**src/rtl/gci_pkg.sv**
```systemverilog
package gci_pkg;
   localparam int unsigned GCI_PORT_W     = 8;
   localparam int unsigned GCI_NUM_PORTS  = 2;
   localparam int unsigned GCI_SYNC_STAGE = 2;
   localparam int unsigned GCI_MIN_SYNC   = 2;
endpackage

```
**src/rtl/gci_sync.sv**
```systemverilog
module gci_sync #(
   parameter int unsigned WIDTH  = 16,
   parameter int unsigned STAGES = 2
) (
   input  logic             clk,
   input  logic             rst_n,
   input  logic [WIDTH-1:0] async_i,
   output logic [WIDTH-1:0] sync_o
);
   logic [WIDTH-1:0] chain_q [STAGES];

   generate
      if (STAGES < gci_pkg::GCI_MIN_SYNC) begin : g_bad_stages
         $error("gci_sync: STAGES must be at least 2");
      end
      for (genvar s = 0; s < STAGES; s++) begin : g_stage
         always_ff @(posedge clk or negedge rst_n) begin
            if (!rst_n) begin
               chain_q[s] <= '0;
            end else if (s == 0) begin
               chain_q[s] <= async_i;
            end else begin
               chain_q[s] <= chain_q[(s == 0) ? 0 : s-1];
            end
         end
      end
   endgenerate

   assign sync_o = chain_q[STAGES-1];
endmodule

```
**src/rtl/gci_port.sv**
```systemverilog
module gci_port #(
   parameter int unsigned WIDTH = 8
) (
   input  logic             clk,
   input  logic             rst_n,
   input  logic [WIDTH-1:0] sync_i,
   input  logic             mask_wr_i,
   input  logic [WIDTH-1:0] mask_wdata_i,
   input  logic             snap_rd_i,
   output logic [WIDTH-1:0] mask_o,
   output logic [WIDTH-1:0] snap_o,
   output logic [WIDTH-1:0] status_o
);
   logic [WIDTH-1:0] mask_q;
   logic [WIDTH-1:0] snap_q;
   logic [WIDTH-1:0] diff;

   generate
      if (WIDTH < 1) begin : g_bad_width
         $error("gci_port: WIDTH must be positive");
      end
   endgenerate

   // Masks come up set so that no source is live after reset.
   always_ff @(posedge clk or negedge rst_n) begin
      if (!rst_n) begin
         mask_q <= '1;
      end else if (mask_wr_i) begin
         mask_q <= mask_wdata_i;
      end
   end

   always_ff @(posedge clk or negedge rst_n) begin
      if (!rst_n) begin
         snap_q <= '0;
      end else if (snap_rd_i) begin
         snap_q <= sync_i;
      end
   end

   // Level comparison, re-evaluated every cycle against the live mask.
   assign diff     = sync_i ^ snap_q;
   assign status_o = diff & ~mask_q;
   assign mask_o   = mask_q;
   assign snap_o   = snap_q;

   AST_SNAP_CAPTURE: assert property (@(posedge clk) disable iff (!rst_n)
      snap_rd_i |=> (snap_q == $past(sync_i)));
   AST_MASK_HOLD: assert property (@(posedge clk) disable iff (!rst_n)
      !mask_wr_i |=> $stable(mask_q));
   AST_UNMASK_ASSERT: assert property (@(posedge clk) disable iff (!rst_n)
      (mask_wr_i && !snap_rd_i && (|(~mask_wdata_i & (sync_i ^ snap_q))))
      |=> ((|status_o) || (sync_i != $past(sync_i))));
   AST_MASK_WITHDRAW: assert property (@(posedge clk) disable iff (!rst_n)
      (mask_wr_i && (&mask_wdata_i)) |=> (status_o == '0));
endmodule

```
**src/rtl/gci_top.sv**
```systemverilog
module gci_top #(
   parameter int unsigned PORT_W      = gci_pkg::GCI_PORT_W,
   parameter int unsigned NUM_PORTS   = gci_pkg::GCI_NUM_PORTS,
   parameter int unsigned SYNC_STAGES = gci_pkg::GCI_SYNC_STAGE,
   localparam int unsigned PIN_W      = PORT_W * NUM_PORTS
) (
   input  logic                 clk,
   input  logic                 rst_n,
   input  logic [PIN_W-1:0]     pins_i,
   input  logic [NUM_PORTS-1:0] mask_wr_i,
   input  logic [PORT_W-1:0]    mask_wdata_i,
   input  logic [NUM_PORTS-1:0] snap_rd_i,
   output logic [PIN_W-1:0]     mask_o,
   output logic [PIN_W-1:0]     snap_o,
   output logic [PIN_W-1:0]     status_o,
   output logic                 irq_n_o,
   output logic                 irq_oe_o
);
   logic [PIN_W-1:0] pins_sync;
   logic             irq_req;

   generate
      if (NUM_PORTS < 1) begin : g_bad_ports
         $error("gci_top: NUM_PORTS must be positive");
      end
   endgenerate

   gci_sync #(.WIDTH(PIN_W), .STAGES(SYNC_STAGES)) i_sync (
      .clk     (clk),
      .rst_n   (rst_n),
      .async_i (pins_i),
      .sync_o  (pins_sync)
   );

   generate
      for (genvar p = 0; p < NUM_PORTS; p++) begin : g_port
         gci_port #(.WIDTH(PORT_W)) i_port (
            .clk          (clk),
            .rst_n        (rst_n),
            .sync_i       (pins_sync[p*PORT_W +: PORT_W]),
            .mask_wr_i    (mask_wr_i[p]),
            .mask_wdata_i (mask_wdata_i),
            .snap_rd_i    (snap_rd_i[p]),
            .mask_o       (mask_o[p*PORT_W +: PORT_W]),
            .snap_o       (snap_o[p*PORT_W +: PORT_W]),
            .status_o     (status_o[p*PORT_W +: PORT_W])
         );
      end
   endgenerate

   // Open-drain style: the data level sits low while the enable drives it.
   assign irq_req  = |status_o;
   assign irq_oe_o = irq_req;
   assign irq_n_o  = ~irq_req;

   AST_MASKED_QUIET: assert property (@(posedge clk) disable iff (!rst_n)
      ((&mask_o) && !(|mask_wr_i)) |=> !irq_oe_o);
endmodule

```
**config.mk**
```make
export PLATFORM = sky130hd
export DESIGN_NAME = gci_top
export DESIGN_NICKNAME = d
export VERILOG_FILES = /design/src/rtl/gci_pkg.sv /design/src/rtl/gci_sync.sv /design/src/rtl/gci_port.sv /design/src/rtl/gci_top.sv
export SDC_FILE = /design/constraint.sdc
export NUM_CORES = 1
export LEC_CHECK = 0
export BUFFER_PORTS_ARGS = -buffer_cell sky130_fd_sc_hd__buf_2
export CORE_UTILIZATION = 39
export CTS_CLUSTER_DIAMETER = 200
export CTS_CLUSTER_SIZE = 28
export DETAILED_ROUTE_END_ITERATION = 16
export HOLD_SLACK_MARGIN = 0.08
export PLACE_DENSITY = 0.62
export SYNTH_ARGS = -nofsm -noshare
export SYNTH_HDL_FRONTEND = slang
export SYNTH_SLANG_ARGS = --single-unit
```
**constraint.sdc**
```tcl
create_clock -name clk -period 3.1 [get_ports clk]
set_clock_uncertainty 0.1 [all_clocks]
set_input_delay 0.62 -clock clk [delete_from_list [all_inputs] [get_ports clk]]
set_output_delay 0.62 -clock clk [all_outputs]
set_load 0.1 [all_outputs]
```
==> results.yml, run 1 <==
outcome:
  status: "completed"
global_route:
  grt_pass1_vias: 1414
  grt_overflow_total: 0
  antenna_found_initial: 0
  grtUsageTotal_pct: 15.8
  grt_start_max_net_pins: 40
  grt_pass1_wl_mm: 6.96
timing:
  fmax_mhz: 348
  setup_viol: 0
  worst_slack_ns: 0.227
  period_needed_ns: 2.87
  rsz0062_at_grt: "no"
  tightest_slew_ns: 0.826
  min_period_over_period_pct: 92.7
  whs_ns: 0.248
  finalHoldViolCount: 0
  finalMaxSlewViolations: 0
  slew_headroom_pct: 44.9
yosys:
  synthArstFlopShare_pct: 100
  synth_seq_area_share_pct: 71.4
  yosys-top-cells-count: "dfrtp_1, mux2_2, dfstp_2, nor2_1, xnor2_1"
  yosysMostFrequentCell: "dfrtp_1"
  syn_nets: 174
  synth_edf_count: 0
  synth_top_cell_by_area: "dfrtp_1"
  yosys_warnings: 0
  synthCells: 144
  syn_avg_cell_area_um2: 15.8
  synth_area_um2: 2270
  ys_seq_elements: 64
  synth_top_area_share_pct: 52.9
  ys.flop_type: "dfrtp_1"
  yosys-top-cells-area: "dfrtp_1, dfstp_2, mux2_2"
  ys_types: 10
floorplan:
  core_um2: 5570
  core.rowCount: 27
  die_w_um: 78.3
  die-area_um2: 6130
  initial_core_util_pct: 40.7
  io_pins: 80
  die_y_um: 78.3
place:
  dp_hpwl_mm: 3.24
  place_congestion: 0.761
  place_ws_ns: 0.528
  port_buffers: 79
final_layout:
  fin_nets: 262
  drive_gt1_share_pct: 67.5
  fill_cells: 503
  areaGrowthSynthToFinish_pct: 32.4
  antennaDiodeCount: 0
flow_run:
  max-cap-violations: 0
clocking:
  post_cts_resized: 0
  cts-hold-fix-buffers: 0
  cts_root_buf: "clkbuf_8"
  clkSlewWorstSetupHoldPaths_ns: 0.06
  tritoncts: "built"
  htreeDepth: 3
  postCtsSetupBuffers: 0
  clkLatencyLatePin_ns: 0.33
  clk_path_buf_depth: 2
  cts.sinks: 64
  cts_buffers: 9
drt:
  vias_per_cell: 4.54
  wl_per_cell_um: 13.8
  vias: 1402
  drtIter0Drc: 30
  drc_errors: 0
  firstDrtPassIters: 4
  ant_nets: 0
  wl_mm: 4.27
critical_path:
  critPathArrivalTime_ns: 2.15
  cp_num_buf_inv: 1
  required_ns: 2.38
  cp_cell_sequence: "xnor2_1 -> o22ai_1 -> nor4_1 -> and2_1 -> buf_2"
  startpoint_type: "flop"
  worstPathMaxFanout: 3
  cpPeakStageDelay_ns: 0.43
  slowest_stage: "buf_2"
  worstSetupEndpointType: "output port"
  worstSetupPathType: "flop to output port"
  cp_top_family: "simple AND/OR/NAND/NOR gates"
pwr:
  vdd_drop_max_mv: 0.359
  power.density_nw_per_um2: 820
  leakage_nw: 1.38
min_path:
  worstHoldPathType: "flop to flop"
[final timing paths]
check | startpoint | end | slack (ns) | cells past startpoint
setup reg to reg | g_port[0].i_port.mask_o[0] | g_port[0].i_port.mask_o[0] | 2.21 | 1
setup / recovery | g_port[0].i_port.snap_o[4] | irq_n_o | 0.23 | 5
hold reg to reg | i_sync.chain_q[18] | i_sync.sync_o[2] | 0.25 | 0
hold / removal | i_sync.chain_q[18] | i_sync.sync_o[2] | 0.25 | 0
max in group asynchronous | rst_n | g_port[0].i_port.mask_o[6] | 1.84 | 2
min in group asynchronous | rst_n | i_sync.chain_q[20] | 0.28 | 1
[cells by family (layout without fill, tap and decap cells)]
group / Yosys count / in the layout / share of synthesized area [%]
multiplexers: 32 / 32 / 15.9
AND/OR/NAND/NOR: 20 / 20 / 3.64
flip-flops: 64 / 64 / 71.4
XOR/XNOR: 16 / 16 / 6.17
buffers and inverters: 4 / 97 / 0.661
AO/OA/AOI/OAI: 8 / 8 / 2.21
[layout by cell type, fill, tap and decap left out, drive strengths merged]
cell,count
buf,81
dfrtp,48
mux2,32
xnor2,16
nor2,16
dfstp,16
clkbuf,13
o22ai,8
nor4,2
clkinv,2
nand2,1
and2,1
bufinv,1
[registers in the layout (all words and copies together), names as in the netlist]
name and count:
i_sync.chain_q 16, g_port.i_port.snap_o 16, i_sync.sync_o 16, g_port.i_port.mask_o 16
[power by group]
part	internal (mW)	switching [mW]
Clock	0.435	0.295
Sequential	0.916	0.0521
Combinational	0.137	0.627
Total	1.49	0.974
[per-stage QoR]
stage	util (%)	power [mW]	TNS (ns)	std cells	cell area (um^2)
floorplan	-	1.62	-0.0114	144	2310
global placement	50.1	1.75	0	293	2800
detailed placement	50.1	1.76	0	293	2800
CTS	53.9	2.49	0	309	3000
global route	53.9	2.56	0	309	3000
finish	53.9	2.46	0	309	3000
[layout make-up]
type	count	area, um^2	area share [%]
clock inverter	3	40.0	1.33
tap	72	90.1	3.00
clock buffer	13	169	5.62
sequential	64	1620	54.0
multi-input combinational	76	673	22.4
timing repair buffer	81	410	13.7
[routing by layer]
layer	share of wire (%)	global-route usage (%)	wire length, um
met3	5.5	4.53	236
met1	46	20.6	1960
met4	2.7	10.0	116
met5	0	0	0
met2	46	23.1	1960
Note: power is estimated with default switching activity, not from simulation.
==> run 2: changes to the inputs <==
--- a/config.mk
+++ b/config.mk
@@ -5,13 +5,13 @@
 export SDC_FILE = /design/constraint.sdc
 export NUM_CORES = 1
 export LEC_CHECK = 0
-export BUFFER_PORTS_ARGS = -buffer_cell sky130_fd_sc_hd__buf_2
-export CORE_UTILIZATION = 39
+export BUFFER_PORTS_ARGS = -buffer_cell sky130_fd_sc_hd__buf_4
+export CORE_UTILIZATION = 45
 export CTS_CLUSTER_DIAMETER = 200
 export CTS_CLUSTER_SIZE = 28
 export DETAILED_ROUTE_END_ITERATION = 16
 export HOLD_SLACK_MARGIN = 0.08
-export PLACE_DENSITY = 0.62
+export PLACE_DENSITY = 0.7
 export SYNTH_ARGS = -nofsm -noshare
 export SYNTH_HDL_FRONTEND = slang
 export SYNTH_SLANG_ARGS = --single-unit
==> results.yml, run 2 (same netlist as run 1, synthesis figures left out) <==
timing:
  min_period_over_period_pct: 91.1
  slew_headroom_pct: 49.3
  setup_viol: 0
  whs_ns: 0.247
  period_needed_ns: 2.82
  tightest_slew_ns: 0.761
  rsz0062_at_grt: "no"
  fmax_mhz: 354
  finalMaxSlewViolations: 0
  finalHoldViolCount: 0
clocking:
  cts.sinks: 64
  clk_path_buf_depth: 2
  clkSlewWorstSetupHoldPaths_ns: 0.06
  tritoncts: "built"
  post_cts_resized: 0
  clkLatencyLatePin_ns: 0.33
  postCtsSetupBuffers: 0
  htreeDepth: 3
  cts-hold-fix-buffers: 0
  cts_root_buf: "clkbuf_8"
  cts_buffers: 9
floorplan:
  core_um2: 4790
  io_pins: 80
  die-area_um2: 5330
  initial_core_util_pct: 47.4
  core.rowCount: 25
  die_y_um: 73.0
  die_w_um: 73.0
drt:
  vias_per_cell: 4.80
  wl_mm: 4.64
  wl_per_cell_um: 15.4
  ant_nets: 0
  drtIter0Drc: 53
  firstDrtPassIters: 4
  vias: 1451
  drc_errors: 0
final_layout:
  areaGrowthSynthToFinish_pct: 39.0
  fin_nets: 260
  final_common_cell: "buf_4"
  antennaDiodeCount: 0
  final_cell_mix: "buf_4, dfrtp_1, mux2_2"
  register_area_um2: 1620
  design_area_um2: 3160
  multi_input_area_um2: 673
  drive_gt1_share_pct: 67.2
  fill_cells: 388
min_path:
  worstHoldPathType: "primary input to async pin"
place:
  dp_hpwl_mm: 3.44
  place_congestion: 0.690
  port_buffers: 79
  placed_cell_area_um2: 2970
global_route:
  grt_pass1_wl_mm: 7.04
  antenna_found_initial: 0
  grtUsageTotal_pct: 19.0
  grt_overflow_total: 0
  grt_pass1_vias: 1447
  grt_start_max_net_pins: 65
pwr:
  leakage_nw: 1.42
  vdd_drop_max_mv: 0.511
  power.density_nw_per_um2: 773
critical_path:
  r2r_start: "g_port[0].i_port.snap_o[0]"
  required_ns: 2.38
  worstPathMaxFanout: 3
  worstSetupEndpointType: "output port"
  cp_num_buf_inv: 1
  worstSetupPathType: "flop to output port"
  rrSetupSlack_ns: 2.18
  cp_top_family: "simple AND/OR/NAND/NOR gates"
  worst_r2r_path_depth: 1
  cpPeakStageDelay_ns: 0.40
  slowest_stage: "dfrtp_1"
  startpoint_type: "flop"
  critPathArrivalTime_ns: 2.10
  r2r_end: "g_port[0].i_port.snap_o[0]"
  cp_cell_sequence: "xnor2_1 -> o22ai_1 -> nor4_1 -> and2_1 -> buf_4"
flow_run:
  max-cap-violations: 0
outcome:
  status: "completed"
run 2: cell types whose count changed in the layout (fill, tap and decap cells not counted), sizes merged:
cell | previous run | this run
bufinv | 1 | 0
clkinv | 2 | 3
buf | 81 | 79
run 2: how the worst max path moves through the flow:
stage / startpoint / slack [ns] / depth (start not counted) / to
floorplan: g_port[0].i_port.snap_o[4] / -0.01 / 4 / irq_n_o
global placement: g_port[1].i_port.snap_o[6] / 0.64 / 5 / irq_n_o
detailed placement: g_port[1].i_port.snap_o[6] / 0.59 / 5 / irq_n_o
CTS: g_port[1].i_port.snap_o[6] / 0.22 / 5 / irq_n_o
global route: g_port[1].i_port.snap_o[6] / 0.15 / 5 / irq_n_o
finish: g_port[1].i_port.snap_o[6] / 0.28 / 5 / irq_n_o
run 2: layout make-up:
class                           count  share of cell area, %
Clock buffer                       13                   5.35
Multi-Input combinational cell     76                   21.3
Timing Repair Buffer               79                   18.8
Sequential cell                    64                   51.4
Clock inverter                      3                  0.476
Tap cell                           67                   2.66
run 2: power breakdown:
part           internal (mW)  switching (mW)  total [mW]
logic                  0.187           0.633       0.820
registers              0.916          0.0568       0.973
clock network          0.352           0.294       0.646
run 2: through the flow:
stage               cells  setup TNS (ns)  power [mW]  util [%]  worst slack (ns)
finish                302               0        2.44      65.9             0.277
global route          302               0        2.52      65.9             0.150
CTS                   302               0        2.46      65.9             0.223
detailed placement    286               0        1.81      62.1             0.595
global placement      286               0        1.80      62.1             0.637
floorplan             144         -0.0114        1.62         -           -0.0114
run 2: layer usage:
layer | GRT usage, % | routed length [um] | vias to the layer above
met5 | 0 | 0 | -
met3 | 4.97 | 252 | 11
li1 | - | - | 658
met4 | 12.4 | 105 | 0
met1 | 23.5 | 1920 | 731
met2 | 29.5 | 2360 | 51
